## src/rtl/mixer_pkg.sv

```systemverilog
package mixer_pkg;
  typedef enum logic [1:0] {
    MODE_REAL = 2'd0,
    MODE_DUAL = 2'd1,
    MODE_CPLX = 2'd2,
    MODE_PASS = 2'd3
  } mixMode_e;

  // strobes from control to datapath
  typedef struct packed {
    logic take;      // accept this cycle's sample
    logic tag;       // channel tag of the accepted sample
    logic pass;      // bypass the multiply
    logic realOnly;  // force quadrature operand to zero
  } mixStrobe_t;
endpackage

```

## src/rtl/mixer_ctrl.sv

```systemverilog
module mixer_ctrl
  import mixer_pkg::*;
(
  input  logic       clk,
  input  logic       rstN,
  input  logic [1:0] modeSel,
  input  logic       syncIn,
  input  logic       inVld,
  input  logic       chanSel,
  output mixStrobe_t stb,
  output mixMode_e   curMode
);
  logic wantB;
  logic chanOk;

  always_comb begin
    chanOk       = (curMode != MODE_DUAL) || (chanSel == wantB);
    stb.take     = inVld && !syncIn && chanOk;
    stb.tag      = (curMode == MODE_DUAL) && chanSel;
    stb.pass     = (curMode == MODE_PASS);
    stb.realOnly = (curMode == MODE_REAL) || (curMode == MODE_DUAL);
  end

  always_ff @(posedge clk) begin
    if (!rstN || syncIn) begin
      curMode <= mixMode_e'(modeSel);
      wantB   <= 1'b0;
    end else if (stb.take && curMode == MODE_DUAL) begin
      wantB <= ~chanSel;
    end
  end
endmodule

```

## src/rtl/mixer_dp.sv

```systemverilog
module mixer_dp
  import mixer_pkg::*;
#(
  parameter int DW = 16,
  parameter int OW = 18
) (
  input  logic                 clk,
  input  logic                 rstN,
  input  mixStrobe_t           stb,
  input  logic signed [DW-1:0] inI,
  input  logic signed [DW-1:0] inQ,
  input  logic signed [DW-1:0] ncoCos,
  input  logic signed [DW-1:0] ncoSin,
  output logic                 outValid,
  output logic                 outChan,
  output logic signed [OW-1:0] outI,
  output logic signed [OW-1:0] outQ
);
  localparam int PW = 2 * DW;   // product width
  localparam int SW = PW + 1;   // sum width
  localparam int SH = SW - OW;  // bits dropped by scaling
  localparam logic signed [SW-1:0] HALF = SW'(1) << (SH - 1);

  logic signed [PW-1:0] tA, tB, tC, tD;
  logic signed [PW-1:0] iWide, qWide, cWide, sWide;
  logic signed [PW-1:0] s1A, s1B, s1C, s1D;
  logic                 s1V, s1Tag;
  logic signed [SW-1:0] sumI, sumQ;

  // stage 1 operands: four partial products, or shifted inputs in bypass
  always_comb begin
    iWide = PW'(inI);
    qWide = stb.realOnly ? '0 : PW'(inQ);
    cWide = PW'(ncoCos);
    sWide = PW'(ncoSin);
    if (stb.pass) begin
      tA = iWide <<< SH;
      tB = '0;
      tC = qWide <<< SH;
      tD = '0;
    end else begin
      tA = iWide * cWide;
      tB = qWide * sWide;
      tC = qWide * cWide;
      tD = iWide * sWide;
    end
  end

  always_ff @(posedge clk) begin
    if (!rstN) begin
      s1V   <= 1'b0;
      s1Tag <= 1'b0;
      s1A   <= '0;
      s1B   <= '0;
      s1C   <= '0;
      s1D   <= '0;
    end else begin
      s1V <= stb.take;
      if (stb.take) begin
        s1Tag <= stb.tag;
        s1A   <= tA;
        s1B   <= tB;
        s1C   <= tC;
        s1D   <= tD;
      end
    end
  end

  // stage 2: combine, round half-up, keep the top OW bits
  always_comb begin
    sumI = $signed({s1A[PW-1], s1A}) + $signed({s1B[PW-1], s1B}) + HALF;
    sumQ = $signed({s1C[PW-1], s1C}) - $signed({s1D[PW-1], s1D}) + HALF;
  end

  always_ff @(posedge clk) begin
    if (!rstN) begin
      outValid <= 1'b0;
      outChan  <= 1'b0;
      outI     <= '0;
      outQ     <= '0;
    end else begin
      outValid <= s1V;
      if (s1V) begin
        outChan <= s1Tag;
        outI    <= sumI[SW-1:SH];
        outQ    <= sumQ[SW-1:SH];
      end
    end
  end
endmodule

```

## src/rtl/quad_mixer.sv

```systemverilog
module quad_mixer
  import mixer_pkg::*;
#(
  parameter int DW = 16,
  parameter int OW = 18
) (
  input  logic                 clk,
  input  logic                 rstN,
  input  logic [1:0]           modeSel,
  input  logic                 syncIn,
  input  logic                 inVld,
  input  logic                 chanSel,
  input  logic signed [DW-1:0] inI,
  input  logic signed [DW-1:0] inQ,
  input  logic signed [DW-1:0] ncoCos,
  input  logic signed [DW-1:0] ncoSin,
  output logic                 outValid,
  output logic                 outChan,
  output logic signed [OW-1:0] outI,
  output logic signed [OW-1:0] outQ
);
  mixStrobe_t stb;
  mixMode_e   curMode;

  mixer_ctrl u_ctrl (
    .clk(clk), .rstN(rstN), .modeSel(modeSel), .syncIn(syncIn),
    .inVld(inVld), .chanSel(chanSel), .stb(stb), .curMode(curMode)
  );

  mixer_dp #(.DW(DW), .OW(OW)) u_dp (
    .clk(clk), .rstN(rstN), .stb(stb),
    .inI(inI), .inQ(inQ), .ncoCos(ncoCos), .ncoSin(ncoSin),
    .outValid(outValid), .outChan(outChan), .outI(outI), .outQ(outQ)
  );
endmodule

```

## config.mk

```make
export PLATFORM = sky130hd
export DESIGN_NAME = quad_mixer
export DESIGN_NICKNAME = d
export VERILOG_FILES = /design/src/rtl/mixer_pkg.sv /design/src/rtl/mixer_ctrl.sv /design/src/rtl/mixer_dp.sv /design/src/rtl/quad_mixer.sv
export SDC_FILE = /design/constraint.sdc
export NUM_CORES = 2
export LEC_CHECK = 0
export BUFFER_PORTS_ARGS = -buffer_cell sky130_fd_sc_hd__buf_4
export CORE_ASPECT_RATIO = 1.25
export CORE_MARGIN = 5
export CORE_UTILIZATION = 35
export CTS_CLUSTER_SIZE = 14
export DETAILED_ROUTE_END_ITERATION = 8
export PLACE_DENSITY_LB_ADDON = 0.12
export SLEW_MARGIN = 20
export SYNTH_ARGS = -nofsm -noshare
export SYNTH_HDL_FRONTEND = slang
export SYNTH_SLANG_ARGS = --single-unit
```

## constraint.sdc

```tcl
create_clock -name clk -period 6.65 [get_ports clk]
set_input_delay 0.3325 -clock clk [delete_from_list [all_inputs] [get_ports clk]]
set_output_delay 0.3325 -clock clk [all_outputs]
set_load 0.01 [all_outputs]
```

==> results_dict.tcl <==
set metrics [dict create \
    clkLatencyLatePin_ns 0.54 \
    floorplan.initialDensity 0.351 \
    drc_errors 0 \
    fin_crit_ns 6.56 \
    synthFlopType "dfxtp_1" \
    yosys_register_bits 171 \
    post_synth_and_or_nand_nor_area_fraction 0.157 \
    timing.max_cap.violations 0 \
    globalRouteTotalUtil 0.224 \
    ys_seq_area_frac 0.0705 \
    violation_count_after_the_first_detailed_routing_iteration 2299 \
    std_cell_rows 153 \
    path_max_fanout 8 \
    routed_wire_length_per_instance_um 21.4 \
    rd_place_congestion 0.899 \
    synth.mux.area_fraction 0.00369 \
    synth_enable_flop_cells 2 \
    flow.area_growth_from_synthesis_pct 12.2 \
    dr.pass1.iters 6 \
    clkTransAtPathRegs_ns 0.08 \
    max_freq_mhz 152 \
    gr-total-overflow 0 \
    design.portCount 109 \
    slew_headroom 0.216 \
    cp_data_required_time_ns 7.06 \
    detailedPlacementHpwl_mm 131 \
    worst-slew-pin-transition_ns 1.17 \
    min-delay-path-class "in -> reg" \
    cts-buffers-inserted 17 \
    critPathLaunchType "flop" \
    synth-async-reset-ratio 0 \
    fp.dieH_um 428 \
    timing.critical_path.arrival_ns 6.97 \
    fp.dieArea_mm2 0.147 \
    clock_sinks 171 \
    grt_setup_unrepaired "true" \
    clk_path_buf_depth 2 \
    synthDominantAreaCellType "fa_1" \
    port_buffers 108 \
    synthCells 5483 \
    routed_via_density 4.99 \
    dpl.cell_count 7493 \
    final-max-slew-violation-count 0 \
    run_status "finished clean" \
    die_width_um 344 \
    skew_ns 0.0148 \
    first_pass_grt_wire_length_mm 248 \
    antenna_found_initial 13 \
    finalSetupViolations 0 \
    synth_cell_types 79 \
    post_route_cells_drive_above_1_share 0.101 \
    final_nets 7247 \
    synth_area_mm2 0.0488 \
    core-area_mm2 0.139 \
    wirelength_mm 162 \
    fraction_of_synthesized_cell_area_in_xor_and_xnor_cells 0.0276 \
    clock_tree.root_cell "clkbuf_16" \
    critical_path_class "reg -> reg" \
    synthesis.area_per_instance_um2 8.90 \
    synthTopCellsByArea "fa_1 43%, ha_1 12%, inv_1 9.4%" \
    pin_count_of_the_biggest_net_entering_global_routing 103 \
    fin_crit_sh 0.986 \
    fill_cells 14390 \
    synth_compound_gate_area_share 0.0792 \
    cts-htree-levels 4 \
    synthAdderAreaFrac 0.545 \
    synthDominantCellAreaShare 0.430 \
    vias 37693 \
    tritoncts "done" \
    grt_pass1_vias 39884 \
    hold_viol_final 0 \
    post_route_antenna_net_violation_count 0 \
    ff2ff_path_depth 24 \
    final_cells 7557 \
    main_combinational_cell_family_by_area_after_synthesis "adder cells" \
    mappedNetlistNets 7052 \
    yosys_warnings 0 \
    timing.hold.worst_path_depth 3 \
    end_kind "flop" \
]
==> flip-flops by register name (all words and copies together) (netlist names), 2 cells and up <==
signal          count
u_dp.s1A           32
u_dp.s1B           32
u_dp.s1C           32
u_dp.s1D           32
u_dp.outI          18
u_dp.outQ          18
u_ctrl.curMode      2
==> final cells by class <==
cell class                      count  area (um^2)  area share
Antenna cell                        6         15.0    0.000274
Clock buffer                       19          443     0.00809
Clock inverter                     13          131     0.00240
Inverter                         1228         4610      0.0842
Multi-Input combinational cell   3800        40000       0.730
Sequential cell                   171         3440      0.0629
Tap cell                         1860         2330      0.0425
Timing Repair Buffer              460         3830      0.0700
==> worst max-delay path, cell delays in order, from the launching register on <==
cell      delay, ns
edfxtp_1       0.39
buf_6          0.16
buf_12         0.14
and2_4         0.15
buf_12         0.14
nand2_4        0.08
inv_4          0.05
fa_2           0.52
fa_2           0.68
fa_1           0.46
fa_1           0.52
fa_1           0.53
inv_2          0.04
fa_1           0.51
inv_2          0.05
ha_4           0.24
nand4_1        0.17
nor2_1         0.06
a41o_1         0.20
a31o_2         0.21
a221o_1        0.37
o21ba_4        0.24
a311oi_2       0.25
xor2_1         0.18
o22ai_1        0.09
==> stage by stage <==
| stage | hold WS, ns | util | cell area [um^2] | TNS, ns | setup slack [ns] |
|---|---|---|---|---|---|
| 2_1_floorplan | 0.425 | - | 48900 | 0 | 0.0347 |
| 3_3_place_gp | 0.441 | 0.385 | 53500 | -0.0117 | -0.0117 |
| 3_5_place_dp | 0.447 | 0.385 | 53500 | -0.292 | -0.122 |
| 4_1_cts | 0.0765 | 0.391 | 54300 | -0.0173 | -0.0173 |
| 5_1_grt | 0.151 | 0.394 | 54800 | -0.410 | -0.119 |
| 6_report | 0.134 | 0.394 | 54800 | 0 | 0.0910 |
==> worst paths after layout <==
| path | startpoint | endpoint | slack (ns) |
|---|---|---|---|
| min | chanSel | u_dp.s1Tag | 0.13 |
| max reg2reg | u_ctrl.curMode[1] | u_dp.s1C[30] | 0.09 |
| max | u_ctrl.curMode[1] | u_dp.s1C[30] | 0.09 |
| min reg2reg | u_dp.outQ[3] | u_dp.outQ[3] | 0.46 |
==> layer usage <==
layer	share of wire	track usage
met5	0	0
met4	0.034	0.0678
met3	0.045	0.0256
met2	0.48	0.373
met1	0.44	0.308
==> cells in the final DEF, fill, tap and decap left out, types with 14 or more instances in the layout <==
| cell | n |
|---|---|
| o21ai_0 | 111 |
| clkbuf_16 | 19 |
| a21o_1 | 68 |
| xor2_1 | 47 |
| and3_1 | 261 |
| nand2b_1 | 42 |
| nor3_1 | 36 |
| a31oi_1 | 21 |
| nor2b_1 | 72 |
| mux2i_1 | 18 |
| buf_4 | 422 |
| o211ai_1 | 16 |
| buf_12 | 15 |
| nand2_1 | 627 |
| o22ai_1 | 19 |
| dfxtp_1 | 169 |
| xnor2_1 | 106 |
| nand3_1 | 61 |
| a21oi_1 | 149 |
| o21a_1 | 23 |
| nor2_1 | 106 |
| nand4_1 | 21 |
| inv_1 | 1222 |
| or3_1 | 14 |
| and2_1 | 218 |
| fa_1 | 1040 |
| o21bai_1 | 17 |
| a22oi_1 | 32 |
| ha_1 | 443 |
| a21boi_0 | 24 |
==> synthesized netlist by cell type, drive strengths merged (61+ instances only) <==
cell	count
nand3	61
and2	232
o21ai	118
xnor2	107
a21oi	158
nand2	635
and3	264
nor2b	74
dfxtp	169
a21o	68
clkbuf	272
inv	1226
ha	450
nor2	110
fa	1048
==> cells by family (layout without fill, tap and decap cells) <==
| group | after synthesis | in the layout |
|---|---|---|
| simple gates | 1536 | 1536 |
| fa+ha+maj | 1498 | 1498 |
| compound gates | 594 | 594 |
| xor+xnor | 154 | 154 |
| mux | 18 | 18 |
| flops | 171 | 171 |
| buf+inv | 1512 | 1720 |
| other cells | 0 | 6 |
==> timing repair <==
item                                    4_1_cts  5_1_grt
resized for setup                            29       77
hold buffers                                  2        0
pin swaps                                    10       59
endpoints found under the setup margin        5       28
gates cloned                                  4        2
hold endpoints to repair                      2        0
buffers inserted                              3       16
Power is not shown: default switching activity piles up to over one toggle a cycle in this logic, so the estimate is an artifact.
